===== src/rtl/irqc_pkg.sv =====
package irqc_pkg;

    localparam int unsigned IRQ_LINES  = 32;
    localparam int unsigned XLEN       = 32;
    localparam int unsigned HREG_COUNT = 4;
    localparam int unsigned HREG_IDX_W = $clog2(HREG_COUNT);

    localparam int unsigned LINE_TIMER    = 0;
    localparam int unsigned LINE_FAULT    = 1;
    localparam int unsigned LINE_MISALIGN = 2;

    typedef enum logic [HREG_IDX_W-1:0] {
        HR_RETADDR  = 2'd0,
        HR_CAUSE    = 2'd1,
        HR_SCRATCH0 = 2'd2,
        HR_SCRATCH1 = 2'd3
    } hreg_sel_e;

    typedef enum logic {
        SEQ_IDLE    = 1'b0,
        SEQ_HANDLER = 1'b1
    } seq_state_e;

    typedef struct packed {
        logic timer;
        logic fault;
        logic misalign;
    } int_evt_t;

    typedef struct packed {
        logic                 fire;
        logic [XLEN-1:0]      ret_pc;
        logic [IRQ_LINES-1:0] cause;
    } entry_t;

    function automatic logic [IRQ_LINES-1:0] merge_requests(
        input logic [IRQ_LINES-1:0] ext,
        input int_evt_t             ev
    );
        logic [IRQ_LINES-1:0] r;
        r = ext;
        r[LINE_TIMER]    = r[LINE_TIMER]    | ev.timer;
        r[LINE_FAULT]    = r[LINE_FAULT]    | ev.fault;
        r[LINE_MISALIGN] = r[LINE_MISALIGN] | ev.misalign;
        return r;
    endfunction

endpackage


===== src/rtl/irqc_pending.sv =====
module irqc_pending
    import irqc_pkg::*;
#(
    parameter int unsigned LINES = IRQ_LINES
) (
    input  logic             clk,
    input  logic             rst,
    input  logic [LINES-1:0] req_i,
    input  logic [LINES-1:0] clr_i,
    output logic [LINES-1:0] pending_o
);

    logic [LINES-1:0] pend_q;

    // Clear captured lines first, then merge this cycle's requests,
    // so that a request arriving in an entry cycle is never lost.
    always_ff @(posedge clk) begin
        if (rst) begin
            pend_q <= '0;
        end else begin
            pend_q <= (pend_q & ~clr_i) | req_i;
        end
    end

    assign pending_o = pend_q;

    // every request of the previous cycle is pending now
    assert_req_sticky_R2: assert property (@(posedge clk) disable iff (rst)
        (req_i != '0) |=> ((pending_o & $past(req_i)) == $past(req_i)));

    // pending lines that were not captured survive the edge
    assert_uncaptured_kept_R7: assert property (@(posedge clk) disable iff (rst)
        ((pending_o & ~clr_i) != '0) |=>
            ((pending_o & $past(pending_o & ~clr_i)) == $past(pending_o & ~clr_i)));

endmodule


===== src/rtl/irqc_sequencer.sv =====
module irqc_sequencer
    import irqc_pkg::*;
#(
    parameter int unsigned LINES = IRQ_LINES
) (
    input  logic             clk,
    input  logic             rst,
    input  logic [LINES-1:0] pending_i,
    input  logic             mask_we_i,
    input  logic [LINES-1:0] mask_wdata_i,
    input  logic             core_ready_i,
    input  logic             ret_i,
    output logic             take_o,
    output logic [LINES-1:0] cause_o,
    output logic             active_o
);

    seq_state_e       state_q;
    logic [LINES-1:0] mask_q;
    logic [LINES-1:0] eligible;

    always_ff @(posedge clk) begin
        if (rst) begin
            mask_q <= '1;
        end else if (mask_we_i) begin
            mask_q <= mask_wdata_i;
        end
    end

    assign eligible = pending_i & ~mask_q;
    assign take_o   = (state_q == SEQ_IDLE) && core_ready_i && (eligible != '0);
    assign cause_o  = eligible;
    assign active_o = (state_q == SEQ_HANDLER);

    always_ff @(posedge clk) begin
        if (rst) begin
            state_q <= SEQ_IDLE;
        end else begin
            unique case (state_q)
                SEQ_IDLE:    if (take_o) state_q <= SEQ_HANDLER;
                SEQ_HANDLER: if (ret_i)  state_q <= SEQ_IDLE;
                default:                 state_q <= SEQ_IDLE;
            endcase
        end
    end

    // an entry needs the core to be ready
    assert_take_needs_ready_R4: assert property (@(posedge clk) disable iff (rst)
        take_o |-> core_ready_i);

    // an entry always leads into handler mode
    assert_take_enters_R4: assert property (@(posedge clk) disable iff (rst)
        take_o |=> active_o);

    // no nested entry
    assert_no_nest_R8: assert property (@(posedge clk) disable iff (rst)
        active_o |-> !take_o);

    // return ends handler mode
    assert_ret_exits_R9: assert property (@(posedge clk) disable iff (rst)
        (active_o && ret_i) |=> !active_o);

    // handler mode only begins through an entry
    assert_idle_stays_R9: assert property (@(posedge clk) disable iff (rst)
        (!active_o && !take_o) |=> !active_o);

endmodule


===== src/rtl/irqc_hregs.sv =====
module irqc_hregs
    import irqc_pkg::*;
#(
    parameter int unsigned W     = XLEN,
    parameter int unsigned COUNT = HREG_COUNT,
    localparam int unsigned IDX_W = $clog2(COUNT)
) (
    input  logic             clk,
    input  logic             rst,
    input  entry_t           entry_i,
    input  logic             wr_en_i,
    input  logic [IDX_W-1:0] wr_idx_i,
    input  logic [W-1:0]     wr_data_i,
    input  logic [IDX_W-1:0] rd_idx_i,
    output logic [W-1:0]     rd_data_o
);

    logic [W-1:0] regs_q [COUNT];

    always_ff @(posedge clk) begin
        if (rst) begin
            for (int k = 0; k < COUNT; k++) regs_q[k] <= '0;
        end else begin
            for (int k = 0; k < COUNT; k++) begin
                if (entry_i.fire && k == int'(HR_RETADDR)) begin
                    regs_q[k] <= W'(entry_i.ret_pc);
                end else if (entry_i.fire && k == int'(HR_CAUSE)) begin
                    regs_q[k] <= W'(entry_i.cause);
                end else if (wr_en_i && int'(wr_idx_i) == k) begin
                    regs_q[k] <= wr_data_i;
                end
            end
        end
    end

    assign rd_data_o = regs_q[rd_idx_i];

    // return address taken from the core at entry
    assert_capture_pc_R5: assert property (@(posedge clk) disable iff (rst)
        entry_i.fire |=> (regs_q[HR_RETADDR] == W'($past(entry_i.ret_pc))));

    // serviced mask captured and never empty
    assert_capture_cause_R6: assert property (@(posedge clk) disable iff (rst)
        entry_i.fire |=> (regs_q[HR_CAUSE] == W'($past(entry_i.cause))) && (regs_q[HR_CAUSE] != '0));

    // scratch registers keep what the core wrote
    assert_scratch_write_R10: assert property (@(posedge clk) disable iff (rst)
        (wr_en_i && wr_idx_i >= IDX_W'(HR_SCRATCH0)) |=>
            (regs_q[$past(wr_idx_i)] == $past(wr_data_i)));

endmodule


===== src/rtl/irq_collector.sv =====
module irq_collector
    import irqc_pkg::*;
#(
    parameter bit ENABLE = 1'b1
) (
    input  logic                  clk,
    input  logic                  rst,
    input  logic [IRQ_LINES-1:0]  ext_irq,
    input  logic                  evt_timer,
    input  logic                  evt_fault,
    input  logic                  evt_misalign,
    input  logic [XLEN-1:0]       core_pc,
    input  logic                  core_ready,
    input  logic                  handler_ret,
    input  logic                  mask_we,
    input  logic [IRQ_LINES-1:0]  mask_wdata,
    input  logic                  hreg_we,
    input  logic [HREG_IDX_W-1:0] hreg_widx,
    input  logic [XLEN-1:0]       hreg_wdata,
    input  logic [HREG_IDX_W-1:0] hreg_ridx,
    output logic [XLEN-1:0]       hreg_rdata,
    output logic                  irq_take,
    output logic                  in_handler
);

    generate
        if (ENABLE) begin : g_ctrl
            int_evt_t             events;
            logic [IRQ_LINES-1:0] requests;
            logic [IRQ_LINES-1:0] pending;
            logic [IRQ_LINES-1:0] cause;
            logic                 take;
            entry_t               entry;

            assign events   = '{timer: evt_timer, fault: evt_fault, misalign: evt_misalign};
            assign requests = merge_requests(ext_irq, events);

            irqc_pending #(.LINES(IRQ_LINES)) u_pending (
                .clk       (clk),
                .rst       (rst),
                .req_i     (requests),
                .clr_i     (take ? cause : '0),
                .pending_o (pending)
            );

            irqc_sequencer #(.LINES(IRQ_LINES)) u_seq (
                .clk          (clk),
                .rst          (rst),
                .pending_i    (pending),
                .mask_we_i    (mask_we),
                .mask_wdata_i (mask_wdata),
                .core_ready_i (core_ready),
                .ret_i        (handler_ret),
                .take_o       (take),
                .cause_o      (cause),
                .active_o     (in_handler)
            );

            assign entry = '{fire: take, ret_pc: core_pc, cause: cause};

            irqc_hregs #(.W(XLEN), .COUNT(HREG_COUNT)) u_hregs (
                .clk       (clk),
                .rst       (rst),
                .entry_i   (entry),
                .wr_en_i   (hreg_we),
                .wr_idx_i  (hreg_widx),
                .wr_data_i (hreg_wdata),
                .rd_idx_i  (hreg_ridx),
                .rd_data_o (hreg_rdata)
            );

            assign irq_take = take;

            // a taken line is not pending after the entry edge unless re-requested
            assert_cleared_R7: assert property (@(posedge clk) disable iff (rst)
                take |=> ((pending & $past(cause) & ~$past(requests)) == '0));
        end else begin : g_none
            assign irq_take   = 1'b0;
            assign in_handler = 1'b0;
            assign hreg_rdata = '0;
        end
    endgenerate

endmodule


===== config.mk =====
export PLATFORM = sky130hd
export DESIGN_NAME = irq_collector
export DESIGN_NICKNAME = d
export VERILOG_FILES = /design/src/rtl/irqc_pkg.sv /design/src/rtl/irqc_pending.sv /design/src/rtl/irqc_sequencer.sv /design/src/rtl/irqc_hregs.sv /design/src/rtl/irq_collector.sv
export SDC_FILE = /design/constraint.sdc
export NUM_CORES = 1
export LEC_CHECK = 0
export CELL_PAD_IN_SITES_DETAIL_PLACEMENT = 0
export CELL_PAD_IN_SITES_GLOBAL_PLACEMENT = 2
export CORE_UTILIZATION = 35
export DETAILED_ROUTE_END_ITERATION = 8
export PLACE_DENSITY_LB_ADDON = 0.1
export SYNTH_ARGS = -nofsm -noshare
export SYNTH_HDL_FRONTEND = slang
export SYNTH_HIERARCHICAL = 1
export SYNTH_SLANG_ARGS = --single-unit

===== constraint.sdc =====
create_clock -name clk -period 8.4 [get_ports clk]
set_input_delay 0.84 -clock clk [delete_from_list [all_inputs] [get_ports clk]]
set_output_delay 0.84 -clock clk [all_outputs]
set_load 0.03 [all_outputs]

==> impl_results.md <==
- Post-Synth XOR/XNOR Area: 0
- Adder-cell area share of the yosys netlist: 0
- Clock Root Buffer: clkbuf_16
- DRT Wirelength: 23300 um
- Critical Path Start: hreg_ridx[0]
- Post-synthesis simple-gate area fraction: 0.160
- EDFF count, synth: 128
- Synth cell types: 36
- Top cell type's share of synthesized area: 0.429
- Setup slack, reg-to-reg: 4.67 ns
- PostCTS Resize Cnt: 0
- Post-Syn Instances: 658
- Hold buffers post-CTS: 0
- Core Rows: 58
- Layout cells sized above 1: 0.225
- Min-Delay Path Depth: 2
- Layout Nets: 952
- Placed Cells: 1122
- Dpl ws: 4.60 ns
- Mux contribution to synthesized area: 0.0804
- Max-slew violation count: 0
- Most frequent cell after synthesis: edfxtp_1
- CTS clk-pin slew, worst paths: 0.08 ns
- Worst r2r src: g_ctrl.u_pending/pending_o[5]
- Worst-margin pin slew: 1.12 ns
- Largest net degree at the start of global routing: 75
- Crit Path Class: input port to output pin
- P&R area growth vs syn: 28.6%
- CTS Buf Count: 17
- GRT Total Usage: 0.180
- Initial DRC count: 362
- Post-CTS Setup Bufs: 0
- CTS tree: done
- Synthesized flop and latch total: 193
- RSZ-0062 raised after global routing: false
- DR vias/cell: 5.10
- Antenna violations before repair: 0
- Worst slew margin: 0.249
- Critical Path Source Type: input port
- Setup violations, final: 0
- Mean Syn Cell Area: 13.6 um^2
- Sinks on Clock Net: 193
- Vias in the first global route: 5971
- Layout Cells excl Fill: 1155
- Global-route wire length before repair: 35000 um
- Total core area: 25200 um^2
- Max Cap Viol: 0
- Post-synthesis async set-or-reset flop share: 0
- IO Pins: 175
- Remaining global-route overflow: 0
- Worst Path Max Fanout: 32
- Max clock buf depth: 2
- Synth Area in Compound Gates: 0.133
- Post-Syn Area: 8960 um^2
- Slowest cell on the critical path: buf_2
- Final WS setup: 4.67 ns
- Die area: 26300 um^2
- HPWL after DPL: 15400 um
- Top post-synthesis cells by count: edfxtp_1, dfxtp_1, and2_1, nor2b_1, a32o_2
- Skew-Pair Late Insertion Delay: 0.44 ns
- Worst path max stage delay: 0.80 ns
- Crit path to: hreg_rdata[21]
- Syn_nets: 799
- Fin crit period: 3.73 ns
- DR vias: 5896
- Largest cells by area after synthesis: edfxtp_1, dfxtp_1, mux4_2
- Initial Util: 0.356
- Status: complete, no violations
- DR DRC count: 0
- Worst R2R End: g_ctrl.u_hregs/regs_q[1][8]
- Worst Clk Skew: 0.0127 ns
- Final hold vios: 0
- Crit path capture type: output pin
- DRT Pass-1 Iters: 4
- Seq/Total Area, Yosys: 0.574
- Largest family of logic cells by synthesized area: simple AND/OR/NAND/NOR gates
- Die W: 162 um
- Max VDD drop: 0.113 mV
- Pleak: 0.00455 uW
- R2R depth: 9
- DR WL/cell: 20.2 um
- Fin crit share: 0.445
- Worst-path cell chain: buf_2 -> mux4_2 -> clkdlybuf4s50_1
- Setup TNS after final layout: 0 ns
- Ys Warns: 6
- Peak Freq: 268 MHz
- Gp weighted congestion: 0.847
- Worst Hold Class: register to register
- IO buf count: 174
- Antenna Nets Post-Route: 0
- H-Tree Depth: 4
- Yosys top cell by area: edfxtp_1
- Primary FF master, synth: edfxtp_1
- Cell Pwr Density: 203 nW/um^2
- Die Ht: 162 um
- Arr. time, crit path: 2.89 ns
- WP data required: 7.56 ns
registers in the layout, indices dropped and copies added (netlist names):
signal and count:
g_ctrl.u_hregs/regs_q 128, g_ctrl.u_pending/pending_o 32, g_ctrl.u_seq/active_o 1, g_ctrl.u_seq/mask_q 32
metrics by stage:
step	utilization	power [uW]	area, um^2	hold slack, ns
floorplan	-	1340	8960	0.439
global placement	0.433	1500	10900	0.452
detailed placement	0.433	1510	10900	0.456
CTS	0.458	2360	11500	0.469
global route	0.458	2430	11500	0.486
finish	0.458	2330	11500	0.469
report_power, final:
| part | switching, uW | leakage, uW | internal [uW] |
|---|---|---|---|
| Clock | 392 | 0.000303 | 457 |
| Combinational | 180 | 0.00237 | 179 |
| Sequential | 29.6 | 0.00187 | 1100 |
| Total | 601 | 0.00455 | 1730 |
cells by family after synthesis:
group	Yosys count
AND/OR/NAND/NOR	215
flip-flops	193
AO/OA/AOI/OAI	133
buffers and inverters	85
multiplexers	32
layout make-up:
type | instances | area [um^2]
Inverter | 34 | 128
Clock inverter | 14 | 190
Antenna cell | 1 | 2.50
Tap cell | 330 | 413
Sequential cell | 193 | 5140
Multi-Input combinational cell | 380 | 3410
Clock buffer | 18 | 429
Timing Repair Buffer | 185 | 1810
Fill cell | 2265 | 13700
cells in the final DEF (no fill, tap or decap), types with 3 or more instances in the layout:
cell and count:
nand2b_1 32, buf_4 11, nor2b_1 62, nor4_1 6, and2_2 32, mux4_2 32
inv_6 4, a21oi_1 32, inv_1 33, buf_2 3, inv_8 4, a32o_1 4
or2_2 3, and2_1 64, nor2b_4 3, dfxtp_1 65, clkdlybuf4s50_1 171, edfxtp_1 128
a211o_1 32, a32o_2 60, clkbuf_16 17
critical path: cells and delay by family:
kind                   cells  cell delay [ns]
muxes                      1             0.62
buffers and inverters      2             1.40
layer usage:
metal	share of wire	track usage	wire length, um	vias up
met4	0.016	0.0587	379	0
met5	0	0	0	-
met3	0.053	0.0383	1240	18
met2	0.45	0.274	10600	171
met1	0.48	0.257	11100	2924
li1	-	-	-	2783
how the worst min path moves through the flow:
stage / slack (ns) / from / end
after floorplan: 0.44 / g_ctrl.u_pending/pending_o[28] / g_ctrl.u_pending/pending_o[28]
after global placement: 0.45 / g_ctrl.u_pending/pending_o[9] / g_ctrl.u_pending/pending_o[9]
after detailed placement: 0.46 / g_ctrl.u_pending/pending_o[19] / g_ctrl.u_pending/pending_o[19]
after CTS: 0.47 / g_ctrl.u_pending/pending_o[19] / g_ctrl.u_pending/pending_o[19]
after global routing: 0.49 / g_ctrl.u_pending/pending_o[11] / g_ctrl.u_pending/pending_o[11]
final: 0.47 / g_ctrl.u_pending/pending_o[9] / g_ctrl.u_pending/pending_o[9]
No activity file was read; power rests on OpenSTA's default activity.
